**config.mk**
```make
export PLATFORM = sky130hd
export DESIGN_NAME = mel_top
export DESIGN_NICKNAME = d
export VERILOG_FILES = /design/src/rtl/mel_pkg.sv /design/src/rtl/mel_burst_filter.sv /design/src/rtl/mel_status.sv /design/src/rtl/mel_lock.sv /design/src/rtl/mel_top.sv
export SDC_FILE = /design/constraint.sdc
export NUM_CORES = 1
export LEC_CHECK = 0
export BUFFER_PORTS_ARGS = -buffer_cell sky130_fd_sc_hd__buf_2
export CAP_MARGIN = 10
export CORE_ASPECT_RATIO = 0.6
export CORE_UTILIZATION = 46
export CTS_BUF_LIST = sky130_fd_sc_hd__clkbuf_4 sky130_fd_sc_hd__clkbuf_8 sky130_fd_sc_hd__clkbuf_16
export DETAILED_ROUTE_END_ITERATION = 12
export GPL_TIMING_DRIVEN = 0
export PLACE_DENSITY_LB_ADDON = 0.25
export SLEW_MARGIN = 30
export SYNTH_ARGS = -nofsm -noshare
export SYNTH_HDL_FRONTEND = slang
export SYNTH_SLANG_ARGS = --single-unit
```
**constraint.sdc**
```tcl
create_clock -name clk_i -period 2.3 [get_ports clk_i]
set_clock_uncertainty 0.15 [all_clocks]
set_input_delay 0.575 -clock clk_i [delete_from_list [all_inputs] [get_ports clk_i]]
set_output_delay 0.575 -clock clk_i [all_outputs]
set_load 0.005 [all_outputs]
```
**src/rtl/mel_pkg.sv**
```systemverilog
package mel_pkg;
  localparam int REG_W = 32;
  localparam logic [1:0] WORD_STATUS = 2'd0;
  localparam logic [1:0] WORD_ADDR   = 2'd1;
  localparam logic [1:0] WORD_SYN    = 2'd2;
  localparam int PRIV_BIT  = 30;
  localparam int MULTI_BIT = 31;
  localparam int TSYN_LSB  = 16;

  typedef enum logic [1:0] {
    RANK_HWC = 2'd0,
    RANK_SWC = 2'd1,
    RANK_UNC = 2'd2
  } rank_e;

  function automatic logic [1:0] cls_rank(logic [1:0] cls);
    return (cls == 2'd3) ? 2'(RANK_UNC) : cls;
  endfunction
endpackage

```
**src/rtl/mel_burst_filter.sv**
```systemverilog
module mel_burst_filter (
  input  logic clk_i,
  input  logic rst_ni,
  input  logic evt_valid_i,
  input  logic evt_burst_i,
  input  logic txn_start_i,
  output logic accept_o
);
  logic seen_q;
  logic burst_evt;

  assign burst_evt = evt_valid_i & evt_burst_i;
  assign accept_o  = evt_valid_i & ~(evt_burst_i & seen_q & ~txn_start_i);

  always_ff @(posedge clk_i or negedge rst_ni) begin
    if (!rst_ni)          seen_q <= 1'b0;
    else if (txn_start_i) seen_q <= burst_evt;
    else if (burst_evt)   seen_q <= 1'b1;
  end
endmodule

```
**src/rtl/mel_status.sv**
```systemverilog
module mel_status #(
  parameter int N_TYPES = 16,
  localparam int TYPE_W = $clog2(N_TYPES)
) (
  input  logic               clk_i,
  input  logic               rst_ni,
  input  logic               acc_i,
  input  logic [TYPE_W-1:0]  type_i,
  input  logic [1:0]         rank_i,
  input  logic [N_TYPES-1:0] clr_i,
  input  logic               clr_multi_i,
  output logic [N_TYPES-1:0] status_o,
  output logic               multi_o
);
  logic [N_TYPES-1:0] status_q, set_vec;
  logic multi_q, multi_set, type_ok;

  assign type_ok = 32'(type_i) < N_TYPES;

  always_comb begin
    set_vec = '0;
    if (acc_i && type_ok) set_vec[type_i] = 1'b1;
  end

  assign multi_set = acc_i && type_ok && (rank_i != mel_pkg::RANK_HWC) && status_q[type_i];

  always_ff @(posedge clk_i or negedge rst_ni) begin
    if (!rst_ni) begin
      status_q <= '0;
      multi_q  <= 1'b0;
    end else begin
      status_q <= (status_q & ~clr_i) | set_vec;
      multi_q  <= (multi_q & ~clr_multi_i) | multi_set;
    end
  end

  assign status_o = status_q;
  assign multi_o  = multi_q;

  a_r4_multi_severity: assert property (@(posedge clk_i) disable iff (!rst_ni)
    $rose(multi_q) |-> $past(acc_i && rank_i != mel_pkg::RANK_HWC));

  a_r10_set_wins: assert property (@(posedge clk_i) disable iff (!rst_ni)
    (acc_i && type_ok) |=> status_q[$past(type_i)]);
endmodule

```
**src/rtl/mel_lock.sv**
```systemverilog
module mel_lock #(
  parameter int N_TYPES = 16,
  localparam int TYPE_W = $clog2(N_TYPES)
) (
  input  logic               clk_i,
  input  logic               rst_ni,
  input  logic               acc_i,
  input  logic [TYPE_W-1:0]  type_i,
  input  logic [1:0]         rank_i,
  input  logic [N_TYPES-1:0] status_i,
  output logic               cap_en_o,
  output logic               locked_o,
  output logic [1:0]         held_rank_o
);
  logic              held_valid_q;
  logic [TYPE_W-1:0] held_type_q;
  logic [1:0]        held_rank_q;

  // lock lives only as long as the held event's status bit
  assign locked_o    = held_valid_q & status_i[held_type_q];
  assign cap_en_o    = acc_i & (~locked_o | (rank_i > held_rank_q));
  assign held_rank_o = held_rank_q;

  always_ff @(posedge clk_i or negedge rst_ni) begin
    if (!rst_ni) begin
      held_valid_q <= 1'b0;
      held_type_q  <= '0;
      held_rank_q  <= '0;
    end else if (cap_en_o) begin
      held_valid_q <= 1'b1;
      held_type_q  <= type_i;
      held_rank_q  <= rank_i;
    end
  end
endmodule

```
**src/rtl/mel_top.sv**
```systemverilog
module mel_top #(
  parameter int N_TYPES = 16,
  parameter int ADDR_W  = 32,
  parameter int DSYN_W  = 9,
  parameter int TSYN_W  = 4,
  parameter logic [N_TYPES-1:0] DISRUPT_MASK = 16'hFFF0,
  localparam int TYPE_W = $clog2(N_TYPES)
) (
  input  logic              clk_i,
  input  logic              rst_ni,
  input  logic              evt_valid_i,
  input  logic [TYPE_W-1:0] evt_type_i,
  input  logic [1:0]        evt_class_i,
  input  logic [ADDR_W-1:0] evt_addr_i,
  input  logic [DSYN_W-1:0] evt_dsyn_i,
  input  logic [TSYN_W-1:0] evt_tsyn_i,
  input  logic              evt_priv_i,
  input  logic              evt_burst_i,
  input  logic              txn_start_i,
  input  logic [1:0]        reg_addr_i,
  input  logic              reg_we_i,
  input  logic [31:0]       reg_wdata_i,
  output logic [31:0]       reg_rdata_o,
  input  logic              irq_en_i,
  output logic              irq_o
);
  import mel_pkg::*;

  logic               acc, cap_en, locked, wr_status;
  logic [1:0]         rank, held_rank;
  logic [N_TYPES-1:0] status, clr_vec;
  logic               multi;
  logic [ADDR_W-1:0]  addr_q;
  logic [DSYN_W-1:0]  dsyn_q;
  logic [TSYN_W-1:0]  tsyn_q;
  logic               priv_q;
  logic               unused_wdata;

  assign rank      = cls_rank(evt_class_i);
  assign wr_status = reg_we_i && (reg_addr_i == WORD_STATUS);
  assign clr_vec   = wr_status ? reg_wdata_i[N_TYPES-1:0] : '0;
  assign unused_wdata = ^reg_wdata_i[PRIV_BIT-1:N_TYPES];

  mel_burst_filter u_filter (
    .clk_i, .rst_ni, .evt_valid_i, .evt_burst_i, .txn_start_i,
    .accept_o(acc)
  );

  mel_status #(.N_TYPES(N_TYPES)) u_status (
    .clk_i, .rst_ni, .acc_i(acc), .type_i(evt_type_i), .rank_i(rank),
    .clr_i(clr_vec), .clr_multi_i(wr_status & reg_wdata_i[MULTI_BIT]),
    .status_o(status), .multi_o(multi)
  );

  mel_lock #(.N_TYPES(N_TYPES)) u_lock (
    .clk_i, .rst_ni, .acc_i(acc), .type_i(evt_type_i), .rank_i(rank),
    .status_i(status), .cap_en_o(cap_en), .locked_o(locked),
    .held_rank_o(held_rank)
  );

  always_ff @(posedge clk_i or negedge rst_ni) begin
    if (!rst_ni) begin
      addr_q <= '0;
      dsyn_q <= '0;
      tsyn_q <= '0;
      priv_q <= 1'b0;
    end else if (cap_en) begin
      addr_q <= evt_addr_i;
      dsyn_q <= evt_dsyn_i;
      tsyn_q <= evt_tsyn_i;
      priv_q <= evt_priv_i;
    end else if (wr_status && reg_wdata_i[PRIV_BIT]) begin
      priv_q <= 1'b0;
    end
  end

  always_comb begin
    reg_rdata_o = '0;
    case (reg_addr_i)
      WORD_STATUS: begin
        reg_rdata_o[N_TYPES-1:0] = status;
        reg_rdata_o[PRIV_BIT]    = priv_q;
        reg_rdata_o[MULTI_BIT]   = multi;
      end
      WORD_ADDR: reg_rdata_o[ADDR_W-1:0] = addr_q;
      WORD_SYN: begin
        reg_rdata_o[DSYN_W-1:0]           = dsyn_q;
        reg_rdata_o[TSYN_LSB +: TSYN_W]   = tsyn_q;
      end
      default: reg_rdata_o = '0;
    endcase
  end

  assign irq_o = irq_en_i & |(status & DISRUPT_MASK);

  a_r2_sticky: assert property (@(posedge clk_i) disable iff (!rst_ni)
    |($past(status) & ~status) |-> $past(wr_status));

  a_r5_drop_no_effect: assert property (@(posedge clk_i) disable iff (!rst_ni)
    (evt_valid_i && !acc && !reg_we_i) |=> ($stable(status) && $stable(multi) && $stable(addr_q)));

  a_r7_lock_hold: assert property (@(posedge clk_i) disable iff (!rst_ni)
    (locked && !(acc && rank > held_rank)) |=> ($stable(addr_q) && $stable(dsyn_q) && $stable(tsyn_q)));

  a_r9_irq_needs_disrupt: assert property (@(posedge clk_i) disable iff (!rst_ni)
    irq_o |-> (irq_en_i && (status & DISRUPT_MASK) != '0));
endmodule

```
==> results.cfg, run 1 <==
[worst_setup_path]
critPathKind = in2out
end_kind = primary output
cp_max_fo = 5
cp.required_ns = 1.57
critical_path_arrival_ns = 1.61
startpoint_type = input pin

[sta]
drv_slew = 0
finalHoldViolCount = 0
whs_ns = 0.0571
slew-limit-headroom_pct = 66.0
finalCritPeriodShare_pct = 102
worst_pin_slew_ns = 0.510
layout_setup_ws_ns = -0.0352
finalSetupViolCount = 2
fmax_mhz = 428
setup_tns_ns = -0.0367
rsz0062_at_grt = yes
finalCriticalPeriod_ns = 2.34

[outcome]
status = finished with violations
violations = negative setup slack

[clock_tree]
clockBufferDepth = 2
cts.htree.levels = 3
clk_pin_slew_ns = 0.06
clk_latency_ns = 0.34
cts_tree = yes
clock-sinks = 71
root_buffer = clkbuf_16
postCtsHoldBufs = 0
numCtsBuffers = 9

[die]
die-area_mm2 = 0.00873
initial_core_util_pct = 48.2
row_count = 25
core-area_mm2 = 0.00798
die_w_um = 120
die_h_um = 72.8
ios = 126

[synthesis]
synthCells = 295
synth_area_leaders = dfrtp_1 46%, mux2_4 20%, a22o_1 4.3%, mux4_2 2.9%, buf_12 2.6%
ys_types = 40
yosys_warnings = 0
syn_area_per_cell_um2 = 13.0
syn_nets = 394
yosysSeqAreaShare_pct = 46.3
yosys_register_bits = 71
netlist_area_mm2 = 0.00384
synth_top_area_share_pct = 46.3
yosys.area.top_type = dfrtp_1

[final_layout]
areaGrowthSynthToFinish_pct = 39.5
layout.cells.non_filler = 555
nets = 541
antennaDiodeCount = 0
drive_above_1_share_pct = 53.2
utilization_pct = 67.2

[job]
cap_violations = 0

[global_route]
grt_max_degree = 38
antenna_found_initial = 0
grt_pass1_wl_mm = 16.1
overflow = 0
grt_pass1_vias = 2943
track_usage_pct = 25.1

[place]
dpl_worst_slack_ns = -0.540
numPortBuffers = 109
hpwl_mm = 7.27
gp_routability_congestion = 0.860
place_inst = 513

[drt]
wirelength_mm = 10.8
post_drt_wl_per_cell_um = 19.5
dr.pass1.iters = 6
route.detailed.drc = 0
vias = 3045
via_per_inst = 5.49
drtAntennaViolNets = 0
drt_iter0_markers = 277

[worst_hold_path]
min_path_type = in2async

[power_and_ir_drop]
switching_share_pct = 29.5
leakage_uw = 0.00265
combPwrFrac_pct = 43.2
ir_drop_v = 0.000598
power_switching_uw = 1990
p_clk_share_pct = 24.1
seqPwrFrac_pct = 32.7
internal_power_uw = 4760
power_density_mw_per_mm2 = 1260
layer usage:
layer  up-vias  part of all wire [%]  track usage, %
met5         -                     0               0
met4         0                   1.4            9.17
met3        16                   9.3            7.50
met2       165                    42            35.1
met1      1489                    48            36.6
li1       1375                     -               -
cells in the final DEF (no fill, tap or decap), drive strengths merged, types with 3 or more instances in the layout:
master,count
and2,12
buf,146
dfrtp,71
bufinv,3
and2b,3
nand2,26
nor3,3
a32o,3
o31ai,3
mux4,5
a22o,19
ha,6
mux2i,7
a222oi,9
nor2b,6
inv,9
o21ai,6
nor2,15
mux2,51
clkbuf,18
nor4,3
a22oi,5
synth_stat cells, drive strengths merged:
master / instances
o21ai: 6
nand2b: 2
nor4: 3
nand2: 26
a222oi: 9
dfrtp: 71
nor2b: 6
a32o: 3
a2bb2oi: 1
and2: 12
ha: 6
clkbuf: 7
and4: 1
or2b: 1
nor3: 3
mux4: 5
mux2i: 7
a21boi: 2
o31ai: 3
nand3b: 1
a41o: 1
a22oi: 5
a22o: 19
a31oi: 1
and2b: 3
nor2: 15
nand3: 2
nand4: 1
buf: 11
inv: 9
mux2: 51
a32oi: 1
a21oi: 1
critical path, cell delays in order:
cell      delay [ns]
buf_12          0.10
inv_8           0.04
ha_4            0.16
clkbuf_8        0.15
a222oi_1        0.33
nor2_1          0.11
buf_2           0.16
cell families after synthesis:
kind of cell	Yosys count	synth area share (%)
buffers and inverters	27	5.24
DFF	71	46.3
AOI/OAI and AO/OA	52	11.5
muxes	63	24.7
adders and majority gates	6	1.95
and+or+nand+nor	76	10.4
power groups by stage:
stage | logic [uW] | clock network [uW] | registers, uW
after floorplan | 1940 | 0 | 2040
after global placement | 2310 | 0 | 2170
after detailed placement | 2380 | 0 | 2190
after CTS | 2430 | 1650 | 2190
after global routing | 3080 | 1710 | 2260
final | 2920 | 1620 | 2210
through the flow:
step                      area, um2  total power, uW
final                          5360             6750
after CTS                      5070             6270
after global routing           5360             7050
after detailed placement       4560             4580
after floorplan                3860             3980
after global placement         4540             4480
path summary, 6_finish.rpt:
| path | startpoint | to | slack, ns | cells after the start |
|---|---|---|---|---|
| worst min register to register | u_lock.held_valid_q | u_lock.held_valid_q | 0.35 | 1 |
| worst max register to register | u_lock.held_rank_o[1] | addr_q[22] | 0.01 | 9 |
| max in group asynchronous | rst_ni | addr_q[21] | 1.37 | 2 |
| worst min-delay path | rst_ni | u_status.status_o[0] | 0.06 | 1 |
| worst max-delay path | reg_addr_i[0] | reg_rdata_o[4] | -0.04 | 7 |
| min in group clk_i | txn_start_i | u_filter.seen_q | 0.30 | 2 |
registers in the layout, summed over array words and instances, names as in the netlist, 2 cells and up:
signal              count
tsyn_q                  4
dsyn_q                  9
addr_q                 32
u_status.status_o      16
u_lock.held_rank_o      2
u_lock.held_type_q      4
cell type report:
class	instances	area (um2)
Multi-Input combinational cell	197	1940
Inverter	9	48.8
Timing Repair Buffer	137	896
Clock inverter	6	108
Sequential cell	71	1780
Clock buffer	10	239
Buffer	17	215
Tap cell	108	135
Fill cell	601	2620
repair_timing:
| action | CTS | global route |
|---|---|---|
| pin swaps | 4 | 17 |
| gates cloned | 2 | 3 |
| gates resized for setup | 34 | 13 |
| endpoints found under the setup margin | 34 | 68 |
| hold endpoints to repair | 0 | 0 |
| setup buffers | 3 | 19 |
Note: power is estimated with default switching activity, not from simulation.
==> run 2: changes to the inputs <==
Settings changed: ABC_AREA from default to 1.
==> run 2 against run 1 <==
Global-route usage grew 2.9 points. Area after synthesis grew 0.20%. Via count grew 34%. Critical path depth grew 2. Sequential share of layout area grew 2.2 points. Largest cell class is now registers. The flow now finishes without violations. Sequential power shrank 5%. Non-clock buffer count shrank 12. Total power shrank 17%. Final cell count grew 38%. Synthesized cell count grew 79%. Largest power group is now registers.
==> results.cfg, run 2 <==
[worst_setup_path]
critical_path_arrival_ns = 1.51
cp_max_fo = 5
cp.required_ns = 1.57
startpoint_type = input pin
critPathKind = in2out
rr_endpoint = addr_q[8]
r2r_slack_ns = 0.35
r2r_start = u_lock.held_type_q[0]
reg2regPathDepth = 10
critPathLaunch = reg_addr_i[1]
end_kind = primary output

[die]
ios = 126
die_w_um = 120
die_h_um = 72.9
die-area_mm2 = 0.00875
row_count = 25
core-area_mm2 = 0.00798
initial_core_util_pct = 48.3

[sta]
slew-limit-headroom_pct = 67.5
finalHoldViolCount = 0
finalCriticalPeriod_ns = 2.23
rsz0062_at_grt = yes
fmax_mhz = 448
finalCritPeriodShare_pct = 97.0
finalSetupViolCount = 0
worst_pin_slew_ns = 0.487
drv_slew = 0

[place]
hpwl_mm = 8.70
numPortBuffers = 110
dpl_cell_area_mm2 = 0.00456
gp_routability_congestion = 0.910
place_inst = 747

[synthesis]
yosys.cell_count.top_type = nand2_1
yosys.area.top_type = dfrtp_1
yosysSeqAreaShare_pct = 46.2
yosys_warnings = 0
syn_area_per_cell_um2 = 7.29
netlist_area_mm2 = 0.00385
yosys_register_bits = 71
synth_top_area_share_pct = 46.2
synth_edf_count = 0
synthCells = 528
ys_types = 23
synth_async_sr_flop_share_pct = 100
syn_nets = 627
synth_ff_type = dfrtp_1
yosys-top-cells-count = 212 x nand2_1, 84 x nand3_1, 71 x dfrtp_1
synth_area_leaders = dfrtp_1 46%, nand2_1 21%, nand3_1 11%, inv_1 5.9%, o21ai_0 2.9%

[final_layout]
drive_above_1_share_pct = 24.3
fin_area_mm2 = 0.00502
nets = 753
top_register = addr_q
antennaDiodeCount = 0
layout_commonest_cell = nand2_1
areaGrowthSynthToFinish_pct = 30.4
layout.cells.non_filler = 766
largest_register_ffs = 32
fillers = 696
mostFrequentLayoutCells = 212 x nand2_1, 116 x buf_2, 84 x nand3_1

[global_route]
grt_max_degree = 43
overflow = 0
track_usage_pct = 28.1
antenna_found_initial = 1
grt_pass1_wl_mm = 18.7
grt_pass1_vias = 3773

[drt]
dr.pass1.iters = 5
highest_layer = met4
wirelength_mm = 11.7
post_drt_wl_per_cell_um = 15.2
drt-met1-wl_mm = 5.25
wl_met3_mm = 1.35
via_per_inst = 5.33
vias = 4084
drt_iter0_markers = 480
route.detailed.drc = 0
drtAntennaViolNets = 0
dr_wl_met2_mm = 4.94

[clock_tree]
postCtsHoldBufs = 0
clk_latency_ns = 0.33
cts_tree = yes
root_buffer = clkbuf_16
clockBufferDepth = 2
cts.htree.levels = 3
clk_pin_slew_ns = 0.06
clock-sinks = 71
numCtsBuffers = 9

[worst_hold_path]
min_path_type = in2async

[power_and_ir_drop]
power_density_mw_per_mm2 = 1120
ir_drop_v = 0.000415
leakage_uw = 0.00285

[job]
cap_violations = 0

[outcome]
status = completed
-- run 2: changes by cell type after synthesis, sizes merged, moves of 17 or more --
cell | before | now
inv | 9 | 60
a22o | 19 | 2
nand2 | 26 | 214
mux2 | 51 | 0
o21ai | 6 | 23
nand3 | 2 | 84
-- run 2: final cells by class --
class / instances / area [um2] / area share, %
sequential: 71 / 1780 / 35.4
multi-input combinational: 369 / 1710 / 34.2
timing repair buffer: 115 / 628 / 12.5
inverter: 61 / 249 / 4.96
clock buffer: 10 / 239 / 4.76
buffer: 27 / 195 / 3.89
tap: 108 / 135 / 2.69
clock inverter: 5 / 81.3 / 1.62
-- run 2: logic make-up after synthesis --
| family | count (synthesis) | share of synthesized area, % |
|---|---|---|
| adder cells (fa/ha/maj) | 6 | 1.95 |
| AND/OR/NAND/NOR | 311 | 33.5 |
| flip-flops | 71 | 46.2 |
| buffers and inverters | 88 | 10.0 |
| AO/OA/AOI/OAI | 52 | 8.36 |
-- run 2: timing repair --
action                                  4_1_cts  5_1_grt
pin swaps                                     4        2
buffers inserted                              1        2
gates resized for setup                      25       15
gates cloned                                  1        0
endpoints found under the setup margin       32       12
-- run 2: power breakdown --
group	switching [uW]	internal [uW]	total, uW
logic	1250	769	2020
registers	343	1760	2100
clock network	527	974	1500
total	2120	3510	5630
-- run 2: worst max-delay path: stages --
cell and delay (ns):
buf_8 0.11, inv_8 0.05, ha_4 0.17, inv_6 0.05
buf_4 0.14, o211ai_1 0.18, nand2_1 0.07, inv_1 0.05
buf_2 0.09
-- run 2: metrics by stage --
stage	setup slack [ns]	hold WS, ns	power, uW	setup TNS [ns]	utilization (%)
finish	0.0692	0.0264	5630	0	62.9
global placement	-0.425	0.283	3960	-7.49	56.8
global route	-0.0348	0.0517	6020	-0.0422	62.9
detailed placement	-0.453	0.308	4070	-8.70	57.1
CTS	0.00188	0.0278	5610	0	62.2
floorplan	0.150	0.129	3380	0	-
-- run 2: routing by layer --
layer,vias up,GRT usage (%)
met3,16,7.58
met2,234,40.4
met1,1901,41.7
met5,-,0
li1,1933,-
met4,0,6.67
-- run 2: how the worst max path moves through the flow --
stage | to | cells after the start | slack (ns)
2_1_floorplan | reg_rdata_o[5] | 7 | 0.15
3_3_place_gp | reg_rdata_o[7] | 9 | -0.43
3_5_place_dp | reg_rdata_o[19] | 7 | -0.45
4_1_cts | reg_rdata_o[7] | 9 | 0.002
5_1_grt | reg_rdata_o[7] | 9 | -0.03
6_report | reg_rdata_o[2] | 9 | 0.07
==> run 3: changes to the inputs <==
Settings changed: ABC_AREA 1 to default, CORE_MARGIN from default to 1.5, CORE_UTILIZATION 46 to 35.
==> run 3 against run 2 <==
The flow now finishes with violations (negative setup slack). Final cell count decreased by 24%. Die area increased by 33%. Critical path depth decreased by 2. First-iteration DRC count decreased by 61%. Count of clock-buffer cells in the layout increased by 1. Register-to-register slack got worse by 0.36 ns. Core utilization decreased by 12 points. Maximum frequency decreased by 4.6%. Hold slack got worse by 0.017 ns. Sequential cell count unchanged.
==> results.cfg, run 3 (same netlist as run 1, synthesis figures left out) <==
[sta]
fmax_mhz = 427
layout_setup_ws_ns = -0.0392
setup_tns_ns = -0.147
worst_pin_slew_ns = 0.530
finalHoldViolCount = 0
finalSetupViolCount = 18
whs_ns = 0.00985
slew-limit-headroom_pct = 64.4
rsz0062_at_grt = yes
drv_slew = 0
finalCriticalPeriod_ns = 2.34
finalCritPeriodShare_pct = 102

[final_layout]
regArea_mm2 = 0.00178
fillers = 961
layout_commonest_cell = buf_2
multi_input_area_mm2 = 0.00196
largest_register_ffs = 32
mostFrequentLayoutCells = 105 x buf_2, 71 x dfrtp_1, 51 x mux2_4
layout.cells.non_filler = 580
antennaDiodeCount = 0
fin_area_mm2 = 0.00538
drive_above_1_share_pct = 53.3
areaGrowthSynthToFinish_pct = 40.2
top_register = addr_q
utilization_pct = 50.6
nets = 536

[die]
die_w_um = 138
initial_core_util_pct = 36.1
core-area_mm2 = 0.0106
ios = 126
die-area_mm2 = 0.0116
die_h_um = 84.1
row_count = 29

[drt]
post_drt_wl_per_cell_um = 19.4
route.detailed.drc = 0
drtAntennaViolNets = 0
dr.pass1.iters = 6
drt_iter0_markers = 185
wirelength_mm = 11.3
vias = 3035
via_per_inst = 5.23

[clock_tree]
clk_pin_slew_ns = 0.05
cts_tree = yes
clockBufferDepth = 2
root_buffer = clkbuf_16
cts.htree.levels = 3
clock-sinks = 71
clk_latency_ns = 0.33
numCtsBuffers = 9

[global_route]
track_usage_pct = 19.0
grt_max_degree = 48
antenna_found_initial = 0
overflow = 0
grt_pass1_vias = 3059
grt_pass1_wl_mm = 17.1

[power_and_ir_drop]
seqPwrFrac_pct = 32.8
combPwrFrac_pct = 46.0
power_density_mw_per_mm2 = 1230
ir_drop_v = 0.000507
p_clk_share_pct = 21.2
leakage_uw = 0.00262
internal_power_uw = 4640
switching_share_pct = 30.0
power_switching_uw = 1980

[worst_setup_path]
critPathKind = in2out
cp_max_fo = 5
end_kind = primary output
critical_path_arrival_ns = 1.61
cp_slowest_cell = a222oi_1
crit_path_cell_trace = buf_12 > inv_8 > ha_4 > buf_8 > a222oi_1 > nor2_1 > buf_2
cp.required_ns = 1.57
startpoint_type = input pin
max_stage_delay_ns = 0.37

[place]
hpwl_mm = 7.60
gp_routability_congestion = 0.815
numPortBuffers = 109
place_inst = 544
dpl_cell_area_mm2 = 0.00461

[job]
cap_violations = 0

[worst_hold_path]
min_path_type = in2async

[outcome]
status = finished with violations
violations = negative setup slack
run 3: power by group through the flow:
| stage | Combinational, uW | Sequential (uW) | Clock [uW] |
|---|---|---|---|
| 2_1_floorplan | 1940 | 2040 | 0 |
| 3_3_place_gp | 2360 | 2150 | 0 |
| 3_5_place_dp | 2410 | 2170 | 0 |
| 4_1_cts | 2460 | 2160 | 1440 |
| 5_1_grt | 3230 | 2240 | 1490 |
| 6_report | 3050 | 2170 | 1410 |
run 3: final cells by class:
cell class | count | share of cell area (%)
well taps | 139 | 3.23
plain buffers | 17 | 4.00
inverters | 9 | 0.860
clock inverters | 4 | 0.837
flip-flops and latches | 71 | 33.0
multi-input cells | 197 | 36.4
repair buffers | 132 | 16.9
clock buffers | 11 | 4.69
run 3: critical path, delay by kind of cell:
kind / cells / cell delay, ns
compound gates: 1 / 0.37
fa+ha+maj: 1 / 0.17
buf+inv: 4 / 0.41
simple gates: 1 / 0.09
run 3: final timing paths:
path                                       start                    end  slack, ns  cells after the start
setup / recovery                   reg_addr_i[0]         reg_rdata_o[7]      -0.04                      7
hold / removal                            rst_ni              tsyn_q[1]       0.01                      1
setup reg to reg           u_lock.held_type_q[0]              dsyn_q[3]      -0.01                      8
hold reg to reg                       addr_q[29]             addr_q[29]       0.35                      1
max in group asynchronous                 rst_ni  u_lock.held_rank_o[0]       1.43                      2
min in group clk_i                   txn_start_i        u_filter.seen_q       0.30                      2
run 3: timing repair:
action / CTS / global route
setup endpoints to repair: 79 / 70
buffers inserted: 3 / 11
pin swaps: 7 / 18
gates cloned: 2 / 6
resized for setup: 30 / 23
hold buffers: 0 / 0
run 3: per-stage QoR:
| stage | setup slack, ns | total power, uW |
|---|---|---|
| 6_report | -0.0392 | 6620 |
| 5_1_grt | -0.0786 | 6960 |
| 4_1_cts | -0.0420 | 6060 |
| 3_5_place_dp | -0.741 | 4580 |
| 3_3_place_gp | -0.755 | 4510 |
| 2_1_floorplan | -0.0155 | 3980 |
run 3: metal layers:
metal | track usage, % | wire length [um] | up-vias | share of wire (%)
li1 | - | - | 1372 | -
met1 | 28.8 | 5660 | 1498 | 50
met2 | 26.4 | 4630 | 159 | 41
met3 | 6.05 | 931 | 6 | 8.3
met4 | 4.02 | 38 | 0 | 0.34
met5 | 0 | 0 | - | 0
